`src/rtl/cw_pkg.sv`:
```
package cw_pkg;

  localparam int unsigned CW_N = 5;
  localparam int unsigned CW_K = 2;

  function automatic int unsigned binom(input int unsigned n, input int unsigned k);
    int unsigned r;
    r = 1;
    for (int unsigned i = 0; i < k; i++) begin
      r = r * (n - i) / (i + 1);
    end
    return r;
  endfunction

  localparam int unsigned CW_CNT = binom(CW_N, CW_K);
  localparam int unsigned DIG_W  = $clog2(CW_CNT);

  typedef enum logic [1:0] {
    CLS_NULL  = 2'd0,
    CLS_PART  = 2'd1,
    CLS_VALID = 2'd2,
    CLS_OVER  = 2'd3
  } cw_cls_e;

endpackage

```
`src/rtl/cw_classify.sv`:
```
module cw_classify
  import cw_pkg::*;
#(
  parameter int unsigned N = CW_N,
  parameter int unsigned K = CW_K
) (
  input  logic [N-1:0] word_i,
  output cw_cls_e      cls_o
);
  localparam int unsigned CNT_W = $clog2(N + 1);

  logic [CNT_W-1:0] ones;

  always_comb begin
    ones = '0;
    for (int unsigned i = 0; i < N; i++) begin
      ones = ones + CNT_W'(word_i[i]);
    end
  end

  always_comb begin
    if (ones == '0)                 cls_o = CLS_NULL;
    else if (ones < CNT_W'(K))      cls_o = CLS_PART;
    else if (ones == CNT_W'(K))     cls_o = CLS_VALID;
    else                            cls_o = CLS_OVER;
  end

endmodule

```
`src/rtl/cw_digit_dec.sv`:
```
module cw_digit_dec
  import cw_pkg::*;
#(
  parameter int unsigned N  = CW_N,
  parameter int unsigned K  = CW_K,
  parameter int unsigned DW = DIG_W
) (
  input  logic [N-1:0]  word_i,
  output logic [DW-1:0] dig_o
);
  localparam int unsigned PATS = 1 << N;

  // rank = number of weight-K patterns strictly below word_i
  always_comb begin
    dig_o = '0;
    for (int unsigned p = 0; p < PATS; p++) begin
      if ((p < 32'(word_i)) && ($countones(N'(p)) == K)) begin
        dig_o = dig_o + DW'(1);
      end
    end
  end

endmodule

```
`src/rtl/cw_hold_stage.sv`:
```
module cw_hold_stage
  import cw_pkg::*;
#(
  parameter int unsigned N = CW_N
) (
  input  logic         clk,
  input  logic         rst_n,
  input  logic [N-1:0] din,
  input  cw_cls_e      din_cls,
  input  cw_cls_e      out_cls,
  input  logic         ack_dn_i,
  output logic [N-1:0] dout,
  output logic         ack_up_o,
  output logic         err_o
);
  logic [N-1:0] dout_q, dout_d;
  logic         ack_q, ack_d;
  logic         err_q, err_d;
  logic         dout_en;

  // next-state logic
  always_comb begin
    dout_en = 1'b0;
    dout_d  = dout_q;
    if (!ack_dn_i) begin
      dout_en = 1'b1;
      dout_d  = din;
    end else if ((din_cls == CLS_NULL) && (out_cls == CLS_VALID)) begin
      dout_en = 1'b1;
      dout_d  = '0;
    end
  end

  always_comb begin
    if (!ack_dn_i && (din_cls == CLS_VALID))
      ack_d = 1'b1;
    else if ((out_cls == CLS_NULL) && (din_cls == CLS_NULL))
      ack_d = 1'b0;
    else
      ack_d = ack_q;
  end

  assign err_d = (din_cls == CLS_OVER);

  // registers
  always_ff @(posedge clk or negedge rst_n) begin
    if (!rst_n) begin
      dout_q <= '0;
    end else if (dout_en) begin
      dout_q <= dout_d;
    end
  end

  always_ff @(posedge clk or negedge rst_n) begin
    if (!rst_n) begin
      ack_q <= 1'b0;
      err_q <= 1'b0;
    end else begin
      ack_q <= ack_d;
      err_q <= err_d;
    end
  end

  assign dout     = dout_q;
  assign ack_up_o = ack_q;
  assign err_o    = err_q;


  a_r2_transparent: assert property (@(posedge clk) disable iff (!rst_n)
    !ack_dn_i |=> dout == $past(din));

  a_r3_ack_rise: assert property (@(posedge clk) disable iff (!rst_n)
    (!ack_dn_i && din_cls == CLS_VALID) |=> ack_up_o);

  a_r4_part_no_ack: assert property (@(posedge clk) disable iff (!rst_n)
    (!ack_up_o && din_cls == CLS_PART) |=> !ack_up_o);

  a_r5_hold: assert property (@(posedge clk) disable iff (!rst_n)
    (ack_dn_i && din_cls != CLS_NULL) |=> $stable(dout));

  a_r6_clear: assert property (@(posedge clk) disable iff (!rst_n)
    (ack_dn_i && din_cls == CLS_NULL && out_cls == CLS_VALID) |=> (dout == '0 && ack_up_o));

  a_r7_ack_lag: assert property (@(posedge clk) disable iff (!rst_n)
    (ack_up_o && !(out_cls == CLS_NULL && din_cls == CLS_NULL)) |=> ack_up_o);

  a_r9_err_flag: assert property (@(posedge clk) disable iff (!rst_n)
    (din_cls == CLS_OVER) |=> err_o);
  a_r9_err_clear: assert property (@(posedge clk) disable iff (!rst_n)
    (din_cls != CLS_OVER) |=> !err_o);
  a_r9_over_no_ack: assert property (@(posedge clk) disable iff (!rst_n)
    (!ack_up_o && din_cls == CLS_OVER) |=> !ack_up_o);

endmodule

```
`src/rtl/cw_digit_stage.sv`:
```
module cw_digit_stage
  import cw_pkg::*;
#(
  parameter int unsigned N        = CW_N,
  parameter int unsigned K        = CW_K,
  parameter int unsigned DW       = DIG_W,
  parameter int unsigned SYNC_LEN = 2
) (
  input  logic          clk,
  input  logic          rst_n,
  input  logic [N-1:0]  din,
  output logic          ack_up_o,
  output logic [N-1:0]  dout,
  input  logic          ack_dn_i,
  output logic [DW-1:0] dig_o,
  output logic          dig_vld_o,
  output logic          err_o
);
  localparam int unsigned CNT = binom(N, K);

  logic [SYNC_LEN-1:0] rst_sync_q;
  logic                rst_int_n;
  cw_cls_e             din_cls, out_cls;

  // asynchronous assert, synchronous release
  always_ff @(posedge clk or negedge rst_n) begin
    if (!rst_n) rst_sync_q <= '0;
    else        rst_sync_q <= {rst_sync_q[SYNC_LEN-2:0], 1'b1};
  end
  assign rst_int_n = rst_sync_q[SYNC_LEN-1];

  cw_classify #(.N(N), .K(K)) u_cls_in  (.word_i(din),  .cls_o(din_cls));
  cw_classify #(.N(N), .K(K)) u_cls_out (.word_i(dout), .cls_o(out_cls));

  cw_hold_stage #(.N(N)) u_hold (
    .clk      (clk),
    .rst_n    (rst_int_n),
    .din      (din),
    .din_cls  (din_cls),
    .out_cls  (out_cls),
    .ack_dn_i (ack_dn_i),
    .dout     (dout),
    .ack_up_o (ack_up_o),
    .err_o    (err_o)
  );

  cw_digit_dec #(.N(N), .K(K), .DW(DW)) u_dec (.word_i(dout), .dig_o(dig_o));

  assign dig_vld_o = (out_cls == CLS_VALID);


  a_r8_digit_range: assert property (@(posedge clk) disable iff (!rst_int_n)
    dig_vld_o |-> (32'(dig_o) < CNT));

  a_r1_quiet_in_reset: assert property (@(posedge clk)
    !rst_int_n |-> (dout == '0 && !ack_up_o && !err_o));

endmodule

```
`config.mk`:
```
export PLATFORM = sky130hd
export DESIGN_NAME = cw_digit_stage
export DESIGN_NICKNAME = d
export VERILOG_FILES = /design/src/rtl/cw_pkg.sv /design/src/rtl/cw_classify.sv /design/src/rtl/cw_digit_dec.sv /design/src/rtl/cw_hold_stage.sv /design/src/rtl/cw_digit_stage.sv
export SDC_FILE = /design/constraint.sdc
export NUM_CORES = 1
export LEC_CHECK = 0
export BUFFER_PORTS_ARGS = -buffer_cell sky130_fd_sc_hd__buf_2
export CORE_MARGIN = 5
export CORE_UTILIZATION = 35
export CTS_BUF_LIST = sky130_fd_sc_hd__clkbuf_4
export DETAILED_ROUTE_END_ITERATION = 8
export GPL_ROUTABILITY_DRIVEN = 0
export GPL_TIMING_DRIVEN = 1
export MAX_ROUTING_LAYER = met4
export PLACE_DENSITY = 0.65
export SETUP_SLACK_MARGIN = 0.1
export SLEW_MARGIN = 30
export SYNTH_ARGS = -nofsm -noshare
export SYNTH_HDL_FRONTEND = slang
export SYNTH_SLANG_ARGS = --single-unit
```
`constraint.sdc`:
```
create_clock -name clk -period 5.3 [get_ports clk]
set_input_delay 0.795 -clock clk [delete_from_list [all_inputs] [get_ports clk]]
set_output_delay 0.795 -clock clk [all_outputs]
set_load 0.005 [all_outputs]
```
; ---- Word level (Yosys, flattened, before mapping)
; Index checks and enable logic that the tools add are counted.
[word_totals]
reg_bits = 9
latchBits = 0
ram_bits = 0
inputBits = 8
n_memories = 0
rom_bits = 0
[op_classes]
muxes = 22
eq_ne = 6
bitwise_logic = 0
n_shift = 0
mul = 0
magnitude_cmp = 12
n_div = 0
add_sub_neg = 17
reduce_logical = 10
[ops]
columns = operator, n
row1 = 4-bit by 1-bit adder with 4-bit output (second input constant), 9
row2 = 4-bit 2-to-1 mux, 9
row3 = 5-bit < comparator (first input constant), 4
row4 = 3-bit by 1-bit adder with 3-bit output, 6
row5 = 4-bit by 5-bit < comparator with 1-bit output (first input constant), 3
row6 = 3-bit by 5-bit < comparator with 1-bit output (first input constant), 2
row7 = 5-bit 2-to-1 mux, 2
row8 = 2-bit 2-to-1 mux, 4
row9 = 1-bit 2-to-1 mux, 7
row10 = 2-bit equality test (second input constant), 3
row11 = 3-bit by 2-bit equality test with 1-bit output (second input constant), 2
row12 = 3-bit zero test, 2
row13 = 3-bit by 2-bit < comparator with 1-bit output (second input constant), 2
row14 = 2-bit by 5-bit < comparator with 1-bit output (first input constant), 1
row15 = 1-bit by 1-bit adder with 2-bit output, 2
row16 = 2-bit zero test, 2
row17 = 1-bit logical AND, 3
row18 = 2-bit by 1-bit inequality test with 1-bit output (second input constant), 1
row19 = 2-bit AND reduction, 1
row20 = 2-bit nonzero test, 1
row21 = 1-bit zero test, 1

; ---- Depth between registers and ports, before layout
; Gate-level depths: netlist (run 1).
[depth]
word_depth = 20
depth_mapped = 26
depth_no_buf = 25

; ---- By module
; Synthesis (run 1) repeated with hierarchy kept, for this count alone.
[hier_totals]
cells_unflattened = 184
area_unflattened_um2 = 1554.0
[modules_own_cells]
columns = mod, n_inst, area_each_um2, cells_per_inst
row1 = cw_digit_dec, 1, 988.4, 128
row2 = cw_hold_stage, 1, 302.8, 28
row3 = cw_classify, 2, 97.6, 12
row4 = cw_digit_stage, 1, 67.6, 4

; ---- Least setup slack after synthesis (run 1)
; Ideal clock, no wire load.
[synth_path]
path_type = register to output
from = register u_hold.dout_q[2], in the netlist u_hold.dout[2]
to = output port dig_o[1]
n_path_buf = 2
slack_ns = -0.391
required_ns = 4.505
stages_incl_launch_ff = 26
arrival_ns = 4.896
path_cell_list = dfrtp_1 > clkbuf_1 > inv_1 > nand3_1 > ha_1 > clkbuf_1 > xnor2_1 > ha_1 > nor2_1 > nor2_1 > ha_1 > nand2_1 > nand2_1 > ha_1 > nor2_1 > a21oi_1 > ha_1 > nand2_1 > nand2_1 > ha_1 > nor2_1 > a31oi_1 > ha_1 > mux2_2 > ha_1 > mux2_2
[synth_via]
elab_chain_len = 20
[synth_rtl]
columns = element, line_no
row1 = start: declaration, cw_hold_stage.sv:16  ; logic [N-1:0] dout_q, dout_d;
row2 = start signal: assignment, cw_hold_stage.sv:50  ; dout_q <= dout_d;
row3 = 2-bit by 5-bit < comparator with 1-bit output, cw_digit_dec.sv:17  ; if ((p < 32'(word_i)) && ($countones(N'(p)) == K)) begin
row4 = 1-bit 2-to-1 mux, cw_digit_dec.sv:17
row5 = 4-bit by 1-bit adder with 4-bit output, cw_digit_dec.sv:18  ; dig_o = dig_o + DW'(1);
row6 = 4-bit 2-to-1 mux, cw_digit_dec.sv:17
row7 = 4-bit by 1-bit adder with 4-bit output, cw_digit_dec.sv:18
row8 = 4-bit 2-to-1 mux, cw_digit_dec.sv:17
row9 = 4-bit by 1-bit adder with 4-bit output, cw_digit_dec.sv:18
row10 = 4-bit 2-to-1 mux, cw_digit_dec.sv:17
row11 = [4 not listed], n/a
row12 = 4-bit by 1-bit adder with 4-bit output, cw_digit_dec.sv:18
row13 = 4-bit 2-to-1 mux, cw_digit_dec.sv:17
row14 = 4-bit by 1-bit adder with 4-bit output, cw_digit_dec.sv:18
row15 = 4-bit 2-to-1 mux, cw_digit_dec.sv:17
row16 = 4-bit by 1-bit adder with 4-bit output, cw_digit_dec.sv:18
row17 = 4-bit 2-to-1 mux, cw_digit_dec.sv:17
row18 = 4-bit by 1-bit adder with 4-bit output, cw_digit_dec.sv:18
row19 = 4-bit 2-to-1 mux (*), cw_digit_dec.sv:17
row20 = end: declaration, cw_digit_stage.sv:15  ; output logic [DW-1:0] dig_o,
; Every way passes the cells marked *; elsewhere a longest branch is shown, timed or not.

; ---- Worst setup path in the final report (run 1)
; Ends and elaborated chain as after synthesis.

==> results.tsv, run 1 <==
stage	metric	value	unit
critical_path	crit_path_start_kind	flip-flop	
critical_path	path_max_fanout	6	
timing	timing.fmax	0.180	GHz
cells_and_area	nets	255	
clocking	htree_levels	1	
clocking	ctsHoldBuffers	0	
floorplanning	start_util	0.369	
synthesis	syn_nets	183	
critical_path	crit_path_end	dig_o[1]	
clocking	worstSkewPairLatency	0.27	ns
run_status	violations	setup timing	
cells_and_area	area_delta_synth_final	65.1	%
timing	fin_skew	0.00109	ns
floorplanning	placementRows	21	
timing	fin_crit	5.55	ns
synthesis	synth_cell_types	36	
timing	fin_crit_sh	1.05	
synthesis	synthTopCellsByCount	nand2_1 (21), inv_1 (19), ha_1 (12)	
synthesis	synth_area_leaders	dfrtp_1 (18%), ha_1 (12%), xnor2_1 (7.0%)	
critical_path	r2r_slack	2.19	ns
placed_design	port_buffers	19	
clocking	numCtsBuffers	3	
routing	avgRoutedWirePerCell	14.2	um
synthesis	synth_top_family_by_area	compound AO/OA/AOI/OAI gates	
synthesis	ys_seq_elements	9	
global_routing	globalRouteTotalUtil	0.159	
routing	dr.pass1.iters	4	
min_path	worstHoldPathType	reg -> async	
synthesis	synth_area	1250	um2
synthesis	yosys.area.top_type	dfrtp_1	
floorplanning	ios	20	
critical_path	reg2reg_depth	11	
timing	rsz0062_at_grt	yes	
timing	max_slew_margin	0.356	
critical_path	endpoint_kind	primary output	
critical_path	cp-startpoint	u_hold.dout[2]	
routing	vias	1404	
pwr	powerDensity	557	nW/um2
cells_and_area	diodes	0	
synthesis	synth.area.mux_share	0.0260	
critical_path	critPathRequiredTime	4.51	ns
timing	slew_viol_final	0	
timing	finalSetupViolCount	3	
job	maxCapViolations	0	
critical_path	arrival	4.75	ns
synthesis	yosysMostFrequentCell	nand2_1	
timing	tightest_slew	0.958	ns
synthesis	synthAdderAreaFrac	0.184	
clocking	cts_root_buffer	clkbuf_4	
global_routing	grt_pass1_wl	6400	um
synthesis	synth_compound_area_frac	0.199	
pwr	leakagePower	0.000998	uW
critical_path	r2r-start	u_hold.dout[1]	
floorplanning	dieHeight	69.8	um
placed_design	place_area	1590	um2
synthesis	synth_edf_count	0	
placed_design	dp_hpwl	2400	um
synthesis	synth_flop_cell	dfrtp_1	
global_routing	antenna_found_initial	0	
clocking	cts.clk_slew.worst_paths	0.07	ns
clocking	cts_tree	done	
timing	finalHoldViolations	0	
timing	fin_hold_ws	0.123	ns
routing	finalWirelength	3910	um
routing	drt_iter0_drc	69	
synthesis	syn_avg_cell_area	7.87	um2
synthesis	ys_seq_area_frac	0.180	
synthesis	ys_async_sr_fraction	1.00	
synthesis	yosys_warnings	0	
timing	worst_slack	-0.246	ns
cells_and_area	drive_gt1_frac	0.522	
routing	drt-vias-per-instance	5.09	
run_status	outcome	complete, but fails checks	
critical_path	crit_type	reg -> out	
global_routing	grt_max_degree	13	
synthesis	synth-simple-area-share	0.184	
global_routing	grt_pass1_vias	1443	
floorplanning	core_area	3390	um2
clocking	cts_buffer_depth	2	
global_routing	overflow	0	
routing	drc_errors	0	
synthesis	yosys.area_share.xor_xnor	0.131	
floorplanning	die_w	69.8	um
floorplanning	dieArea	4870	um2
routing	ant_nets	0	
critical_path	worst_r2r_endpoint	u_hold.dout[2]	
clocking	clkSinkCount	9	
synthesis	synth_top_area_frac	0.180	
cells_and_area	fin_area	2070	um2
pwr	ir_worst_vdd	0.000322	V
synthesis	postSynthCellCount	159	
-- where the power goes --
group	switching (uW)	total, uW	internal [uW]
registers	14.0	94.4	80.4
logic	445	1000	555
clock network	27.2	55.2	27.9
-- worst max-delay path: stages (launching register included) --
cell     delay [ns]
dfrtp_2        0.48
nand2_4        0.10
nand3_4        0.08
ha_4           0.30
xnor2_4        0.12
ha_4           0.23
nor2_4         0.08
nor2_1         0.05
ha_1           0.29
nand2_1        0.08
nand2_2        0.09
ha_4           0.29
nor2_4         0.03
a21oi_2        0.14
ha_1           0.25
nand2_1        0.08
nand2_1        0.06
ha_1           0.31
nor2_2         0.05
a31oi_2        0.19
ha_2           0.31
mux2_4         0.28
ha_4           0.21
mux2_4         0.26
buf_6          0.12
-- placed cells by master (no fill, tap or decap), types with 4 or more instances in the layout --
cell	instances
buf_6	5
nand2_1	16
xnor2_1	7
dfrtp_1	5
fa_1	4
o21ai_0	9
ha_1	7
nor3_1	6
a21oi_1	7
buf_2	18
ha_4	4
buf_4	50
nor2_1	5
inv_1	18
dfrtp_2	4
-- metal layers --
metal | global-route usage | part of all wire
met5 | - | 0
met2 | 0.297 | 0.53
met1 | 0.184 | 0.41
met3 | 0.0101 | 0.041
met4 | 0.0383 | 0.020
-- worst min path at each step --
stage | start | end | slack, ns | cells past startpoint
2_1_floorplan | rst_sync_q[1] | u_hold.ack_up_o | 0.08 | 0
3_3_place_gp | rst_sync_q[1] | u_hold.err_o | 0.12 | 0
3_5_place_dp | rst_sync_q[1] | u_hold.err_o | 0.13 | 0
4_1_cts | rst_sync_q[1] | u_hold.err_o | 0.14 | 0
5_1_grt | rst_sync_q[1] | u_hold.err_o | 0.16 | 0
6_report | rst_sync_q[1] | u_hold.dout[0] | 0.12 | 0
-- repair_timing --
item | CTS | global route
setup buffers | 26 | 12
pin swaps | 16 | 14
setup endpoints to repair | 3 | 3
gates resized for setup | 14 | 26
-- state kept, by name, summed over array words and instances (netlist names) --
name and flops:
u_hold.ack_up_o 1, u_hold.err_o 1, rst_sync_q 2, u_hold.dout 5
-- stage by stage --
stage          total power, uW  worst slack [ns]  TNS [ns]  utilization  instances
3_5_place_dp               681           -0.0420   -0.0420        0.469        236
2_1_floorplan              512            0.0142         0            -        159
4_1_cts                    939            -0.238    -0.375        0.551        265
6_report                  1150            -0.246    -0.530        0.609        276
5_1_grt                   1230            -0.395    -0.995        0.609        276
3_3_place_gp               656            0.0710         0        0.469        236
-- kinds of logic after synthesis --
family,Yosys count
adder cells (fa/ha/maj),16
multiplexers,3
AO/OA/AOI/OAI,37
buffers and inverters,27
AND/OR/NAND/NOR,49
flip-flops,9
other,1
XOR/XNOR,17
-- layout make-up --
type / instances / area, um2
clock buffer: 3 / 22.5
clock inverter: 1 / 5.00
fill: 268 / 1320
inverter: 21 / 86.3
multi-input combinational: 123 / 1140
sequential: 9 / 230
tap: 46 / 57.6
timing repair buffer: 73 / 522
Note: power is estimated with default switching activity, not from simulation.
==> run 2, diff against run 1 <==
Settings changed: ABC_CLOCK_PERIOD_IN_PS set to 5300, BUFFER_PORTS_ARGS -buffer_cell sky130_fd_sc_hd__buf_2 to not set, DONT_BUFFER_PORTS set to 1, PLACE_DENSITY 0.65 to 0.6.
==> results.tsv, run 2 (same netlist as run 1, synthesis figures left out) <==
stage	metric	value	unit	change
run_status	outcome	complete, but fails checks		unchanged
run_status	violations	setup timing		unchanged
pwr	p_seq_frac	0.096		was 0.082
routing	dr.pass1.iters	4		unchanged
routing	vias	1236		was 1,404
timing	fin_skew	0.00793	ns	was 0.00109 ns
critical_path	critPathRequiredTime	4.51	ns	about the same
timing	slew_viol_final	0		unchanged
placed_design	place_ws	0.0137	ns	was -0.0420 ns
clocking	cts_root_buffer	clkbuf_4		unchanged
pwr	ir_worst_vdd	0.000289	V	was 0.000322 V
global_routing	globalRouteTotalUtil	0.133		was 0.159
cells_and_area	final_cells	236		was 276
critical_path	critPathTopFamily	adder cells		unchanged
critical_path	crit_path_start_kind	flip-flop		unchanged
timing	fin_crit_sh	1.02		was 1.05
floorplanning	dieHeight	69.8	um	unchanged
cells_and_area	fin_area	1800	um2	was 2070 um2
placed_design	place_area	1470	um2	was 1590 um2
global_routing	overflow	0		unchanged
critical_path	crit_slowest_cell	dfrtp_1		was dfrtp_2
routing	ant_nets	0		unchanged
placed_design	port_buffers	0		was 19
critical_path	r2r_slack	2.06	ns	was 2.19 ns
timing	timing.fmax	0.184	GHz	was 0.180 GHz
global_routing	grt_pass1_wl	5310	um	was 6400 um
timing	finalSetupViolCount	1		was 3
critical_path	path_max_fanout	3		was 6
floorplanning	die_w	69.8	um	unchanged
floorplanning	core_area	3390	um2	unchanged
floorplanning	ios	20		unchanged
routing	drc_errors	0		unchanged
floorplanning	placementRows	21		unchanged
critical_path	slowest_delay	0.41	ns	was 0.48 ns
critical_path	endpoint_kind	primary output		unchanged
floorplanning	start_util	0.369		unchanged
clocking	htree_levels	1		unchanged
critical_path	arrival	4.63	ns	was 4.75 ns
min_path	worstHoldPathType	reg -> async		unchanged
critical_path	crit_chain	buf_6 -> a311oi_4 -> buf_6 -> xnor2_4 -> ha_4 -> nor2_4 -> nor2_2 -> ha_1 -> nand2_1 -> nand2_2 -> ha_4 -> nor2_4 -> a21oi_4 -> ha_4 -> nand2_4 -> nand2_4 -> ha_4 -> nor2_4 -> a31oi_4 -> ha_4 -> mux2_4 -> ha_4 -> mux2_4		was nand2_4 -> nand3_4 -> ha_4 -> xnor2_4 -> ha_4 -> nor2_4 -> nor2_1 -> ha_1 -> nand2_1 -> nand2_2 -> ha_4 -> nor2_4 -> a21oi_2 -> ha_1 -> nand2_1 -> nand2_1 -> ha_1 -> nor2_2 -> a31oi_2 -> ha_2 -> mux2_4 -> ha_4 -> mux2_4 -> buf_6
clocking	cts_tree	done		unchanged
cells_and_area	largest_reg_flops	5		unchanged
cells_and_area	diodes	0		unchanged
routing	finalWirelength	3430	um	was 3910 um
critical_path	cp_num_buf_inv	2		was 1
cells_and_area	layout_common_cells	buf_4 (31), inv_1 (17), nand2_1 (16)		was buf_4 (50), inv_1 (18), buf_2 (18)
critical_path	crit_type	reg -> out		unchanged
clocking	numCtsBuffers	3		unchanged
placed_design	place_inst	214		was 236
critical_path	path_common_cell	ha_4		unchanged
pwr	p_sw_frac	0.445		was 0.423
pwr	leakagePower	0.000802	uW	was 0.000998 uW
timing	rsz0062_at_grt	yes		unchanged
timing	max_slew_margin	0.548		was 0.356
placed_design	dp_hpwl	2270	um	was 2400 um
clocking	cts_buffer_depth	2		unchanged
critical_path	worst_r2r_endpoint	u_hold.dout[3]		was u_hold.dout[2]
pwr	switchingPower	435	uW	was 487 uW
timing	fin_hold_ws	0.114	ns	was 0.123 ns
global_routing	grt_max_degree	14		was 13
pwr	pwr-share-comb	0.850		was 0.870
pwr	powerDensity	543	nW/um2	was 557 nW/um2
cells_and_area	area_delta_synth_final	43.9	%	was 65.1%
timing	tightest_slew	0.673	ns	was 0.958 ns
pwr	intPower	543	uW	was 663 uW
timing	finalHoldViolations	0		unchanged
job	maxCapViolations	0		unchanged
critical_path	reg2reg_depth	12		was 11
routing	avgRoutedWirePerCell	14.6	um	was 14.2 um
cells_and_area	drive_gt1_frac	0.400		was 0.522
clocking	worstSkewPairLatency	0.26	ns	was 0.27 ns
cells_and_area	nets	215		was 255
pwr	clkPwrFrac	0.055		was 0.048
critical_path	r2r-start	u_hold.dout[1]		unchanged
routing	drt-vias-per-instance	5.24		was 5.09
routing	drt_iter0_drc	23		was 69
global_routing	antenna_found_initial	0		unchanged
clocking	cts.clk_slew.worst_paths	0.07	ns	about the same
clocking	clkSinkCount	9		unchanged
floorplanning	dieArea	4870	um2	unchanged
timing	fin_crit	5.43	ns	was 5.55 ns
timing	worst_slack	-0.128	ns	was -0.246 ns
global_routing	grt_pass1_vias	1220		was 1,443
cells_and_area	layout_commonest_cell	buf_4		unchanged
run 2: repair_timing:
item,4_1_cts,5_1_grt
pin swaps,14,18
resized for setup,7,26
endpoints found under the setup margin,3,3
hold buffers,0,0
setup buffers,15,3
run 2: area by class of cell:
class / count / area, um2
clock buffer: 3 / 22.5
clock inverter: 1 / 5.00
fill: 298 / 1590
inverter: 21 / 81.3
multi-input combinational: 123 / 1150
sequential: 9 / 229
tap: 46 / 57.6
timing repair buffer: 33 / 255
run 2: layer usage:
layer / part of all wire / vias up / global-route usage
li1: - / 600 / -
met1: 0.39 / 583 / 0.157
met2: 0.53 / 45 / 0.221
met3: 0.058 / 8 / 0.0362
met4: 0.018 / 0 / 0.0362
met5: 0 / - / -
run 2: power by group through the flow:
stage	Clock [uW]	Sequential (uW)	Combinational, uW
global route	61.0	95.1	906
CTS	55.5	93.3	638
global placement	0	95.6	494
detailed placement	0	96.0	510
finish	53.4	93.8	831
floorplan	0	93.6	418
run 2: worst reg2reg max path, stage by stage, from the launching register on:
cell     delay, ns
dfrtp_2       0.46
buf_4         0.16
buf_4         0.14
ha_1          0.27
inv_1         0.05
fa_1          0.49
inv_1         0.05
ha_1          0.18
fa_1          0.38
or4_1         0.43
o31a_1        0.32
nand2_1       0.08
o21ai_0       0.09
run 2: worst max path at each step:
stage,startpoint,to,slack (ns),depth (start not counted)
global placement,u_hold.dout[2],dig_o[1],0.09,23
detailed placement,u_hold.dout[2],dig_o[1],0.01,23
finish,u_hold.dout[4],dig_o[1],-0.13,23
CTS,u_hold.dout[2],dig_o[1],-0.13,23
global route,u_hold.dout[4],dig_o[1],-0.34,23
floorplan,u_hold.dout[2],dig_o[1],0.01,25
run 2: per-stage QoR:
stage / utilization / setup TNS, ns / power [uW]
2_1_floorplan: - / 0 / 512
4_1_cts: 0.487 / -0.126 / 787
5_1_grt: 0.531 / -0.785 / 1060
3_3_place_gp: 0.434 / 0 / 589
3_5_place_dp: 0.434 / 0 / 606
6_report: 0.531 / -0.128 / 978
==> run 3, diff against run 2 <==
Settings changed: CORE_MARGIN 5 to 2.
==> results.tsv, run 3 (same netlist as run 1, synthesis figures left out) <==
stage	metric	value	unit	change
critical_path	crit_path_start_kind	flip-flop		unchanged
timing	rsz0062_at_grt	yes		unchanged
run_status	outcome	complete, but fails checks		unchanged
timing	max_slew_margin	0.448		was 0.548
cells_and_area	nets	226		was 215
routing	drc_errors	0		unchanged
timing	finalHoldViolations	0		unchanged
global_routing	use_met2	0.302		was 0.221
clocking	cts.clk_slew.worst_paths	0.06	ns	was 0.07 ns
global_routing	grt.met3_usage	0.0158		was 0.0362
global_routing	grt_pass1_vias	1255		was 1,220
timing	setup_tns	-0.0738	ns	was -0.128 ns
cells_and_area	final_cells	247		was 236
clocking	cts_buffer_depth	2		unchanged
timing	fin_crit	5.35	ns	was 5.43 ns
global_routing	busiest_layer	met2		unchanged
pwr	p_total	1020	uW	was 978 uW
critical_path	slowest_delay	0.47	ns	was 0.41 ns
clocking	htree_levels	1		unchanged
routing	drt_iter0_drc	66		was 23
placed_design	port_buffers	0		unchanged
global_routing	grt_util_met1	0.208		was 0.157
timing	tightest_slew	0.821	ns	was 0.673 ns
critical_path	crit_slowest_cell	dfrtp_2		was dfrtp_1
routing	ant_nets	0		unchanged
timing	finalSetupViolCount	2		was 1
critical_path	r2r-start	u_hold.dout[1]		unchanged
timing	fin_crit_sh	1.01		was 1.02
timing	worst_slack	-0.0459	ns	was -0.128 ns
global_routing	globalRouteTotalUtil	0.171		was 0.133
critical_path	arrival	4.55	ns	was 4.63 ns
global_routing	grt_pass1_wl	5490	um	was 5310 um
pwr	powerDensity	547	nW/um2	was 543 nW/um2
min_path	worstHoldPathType	reg -> async		unchanged
critical_path	worst_r2r_endpoint	u_hold.dout[4]		was u_hold.dout[3]
critical_path	cp-startpoint	u_hold.dout[2]		was u_hold.dout[4]
global_routing	grt_max_degree	15		was 14
cells_and_area	layout_common_cells	buf_4 (44), inv_1 (18), nand2_1 (17)		was buf_4 (31), inv_1 (17), nand2_1 (16)
critical_path	path_common_cell	buf_4		was ha_4
critical_path	critPathRequiredTime	4.51	ns	about the same
cells_and_area	layout_commonest_cell	buf_4		unchanged
routing	finalWirelength	3380	um	was 3430 um
critical_path	path_max_fanout	4		was 3
critical_path	r2r_slack	2.22	ns	was 2.06 ns
floorplanning	start_util	0.369		unchanged
global_routing	overflow	0		unchanged
clocking	cts_root_buffer	clkbuf_4		unchanged
floorplanning	core_area	3390	um2	unchanged
floorplanning	die_w	63.8	um	was 69.8 um
critical_path	reg2reg_depth	11		was 12
placed_design	place_inst	212		was 214
cells_and_area	largest_reg_flops	5		unchanged
clocking	numCtsBuffers	3		unchanged
pwr	ir_worst_vdd	0.000372	V	was 0.000289 V
global_routing	antenna_found_initial	0		unchanged
pwr	leakagePower	0.000863	uW	was 0.000802 uW
placed_design	place_ws	0.0324	ns	was 0.0137 ns
routing	avgRoutedWirePerCell	13.7	um	was 14.6 um
routing	dr.pass1.iters	4		unchanged
cells_and_area	drive_gt1_frac	0.423		was 0.400
floorplanning	dieHeight	63.8	um	was 69.8 um
job	maxCapViolations	0		unchanged
clocking	clkSinkCount	9		unchanged
critical_path	crit_path_end	dig_o[3]		was dig_o[1]
clocking	cts_tree	done		unchanged
floorplanning	dieArea	4070	um2	was 4870 um2
timing	slew_viol_final	0		unchanged
run_status	violations	setup timing		unchanged
clocking	worstSkewPairLatency	0.25	ns	was 0.26 ns
cells_and_area	diodes	0		unchanged
floorplanning	ios	20		unchanged
routing	vias	1250		was 1,236
critical_path	crit_type	reg -> out		unchanged
routing	drt-vias-per-instance	5.06		was 5.24
timing	fin_skew	0.00221	ns	was 0.00793 ns
floorplanning	placementRows	21		unchanged
placed_design	dp_hpwl	2200	um	was 2270 um
clocking	ctsHoldBuffers	0		unchanged
cells_and_area	area_delta_synth_final	48.6	%	was 43.9%
timing	timing.fmax	0.187	GHz	was 0.184 GHz
critical_path	endpoint_kind	primary output		unchanged
run 3: cell count changes in the layout (fill, tap and decap cells not counted), sizes merged:
cell / before / now
clkinv: 1 / 0
clkbuf: 3 / 4
buf: 33 / 44
run 3: power by group:
part | switching [uW] | internal, uW | leakage, uW
Combinational | 395 | 474 | 0.000744
Sequential | 13.9 | 80.6 | 0.000101
Clock | 20.4 | 33.9 | 0.0000184
Total | 429 | 589 | 0.000863
run 3: worst min-delay path by stage:
stage	startpoint	to	slack, ns	cells past startpoint
floorplan	rst_sync_q[1]	u_hold.ack_up_o	0.08	0
global placement	rst_sync_q[1]	u_hold.err_o	0.12	0
detailed placement	rst_sync_q[1]	u_hold.ack_up_o	0.12	0
CTS	rst_sync_q[1]	u_hold.dout[0]	0.12	0
global route	rst_sync_q[1]	u_hold.err_o	0.15	0
finish	rst_sync_q[1]	u_hold.dout[0]	0.11	0
run 3: worst max-delay path, delay by kind of cell, from the launching register on:
kind | cells | cell delay [ns]
xor gates and xnor gates | 3 | 0.47
adders and majority gates | 3 | 0.76
and+or+nand+nor | 8 | 0.64
DFF | 1 | 0.47
buffers and inverters | 16 | 1.97
run 3: per-stage QoR:
stage | util | instance area [um2] | hold WS [ns]
2_1_floorplan | - | 1370 | 0.0814
3_3_place_gp | 0.430 | 1460 | 0.116
3_5_place_dp | 0.430 | 1460 | 0.120
4_1_cts | 0.515 | 1750 | 0.124
5_1_grt | 0.549 | 1860 | 0.149
6_report | 0.549 | 1860 | 0.114
run 3: final cells by class:
| class | count | area [um2] |
|---|---|---|
| clock buffer | 4 | 30.0 |
| fill | 291 | 1530 |
| inverter | 21 | 86.3 |
| multi-input combinational | 123 | 1120 |
| sequential | 9 | 230 |
| tap | 46 | 57.6 |
| timing repair buffer | 44 | 330 |
run 3: routing by layer:
| layer | wire length [um] | up-vias |
|---|---|---|
| met5 | 0 | - |
| met1 | 1420 | 573 |
| met2 | 1700 | 36 |
| li1 | - | 627 |
| met3 | 143 | 14 |
| met4 | 116 | 0 |
run 3: what timing repair did:
action                                  4_1_cts  5_1_grt
endpoints found under the setup margin        3        3
resized for setup                            13       13
setup buffers                                27        5
pin swaps                                    14        6
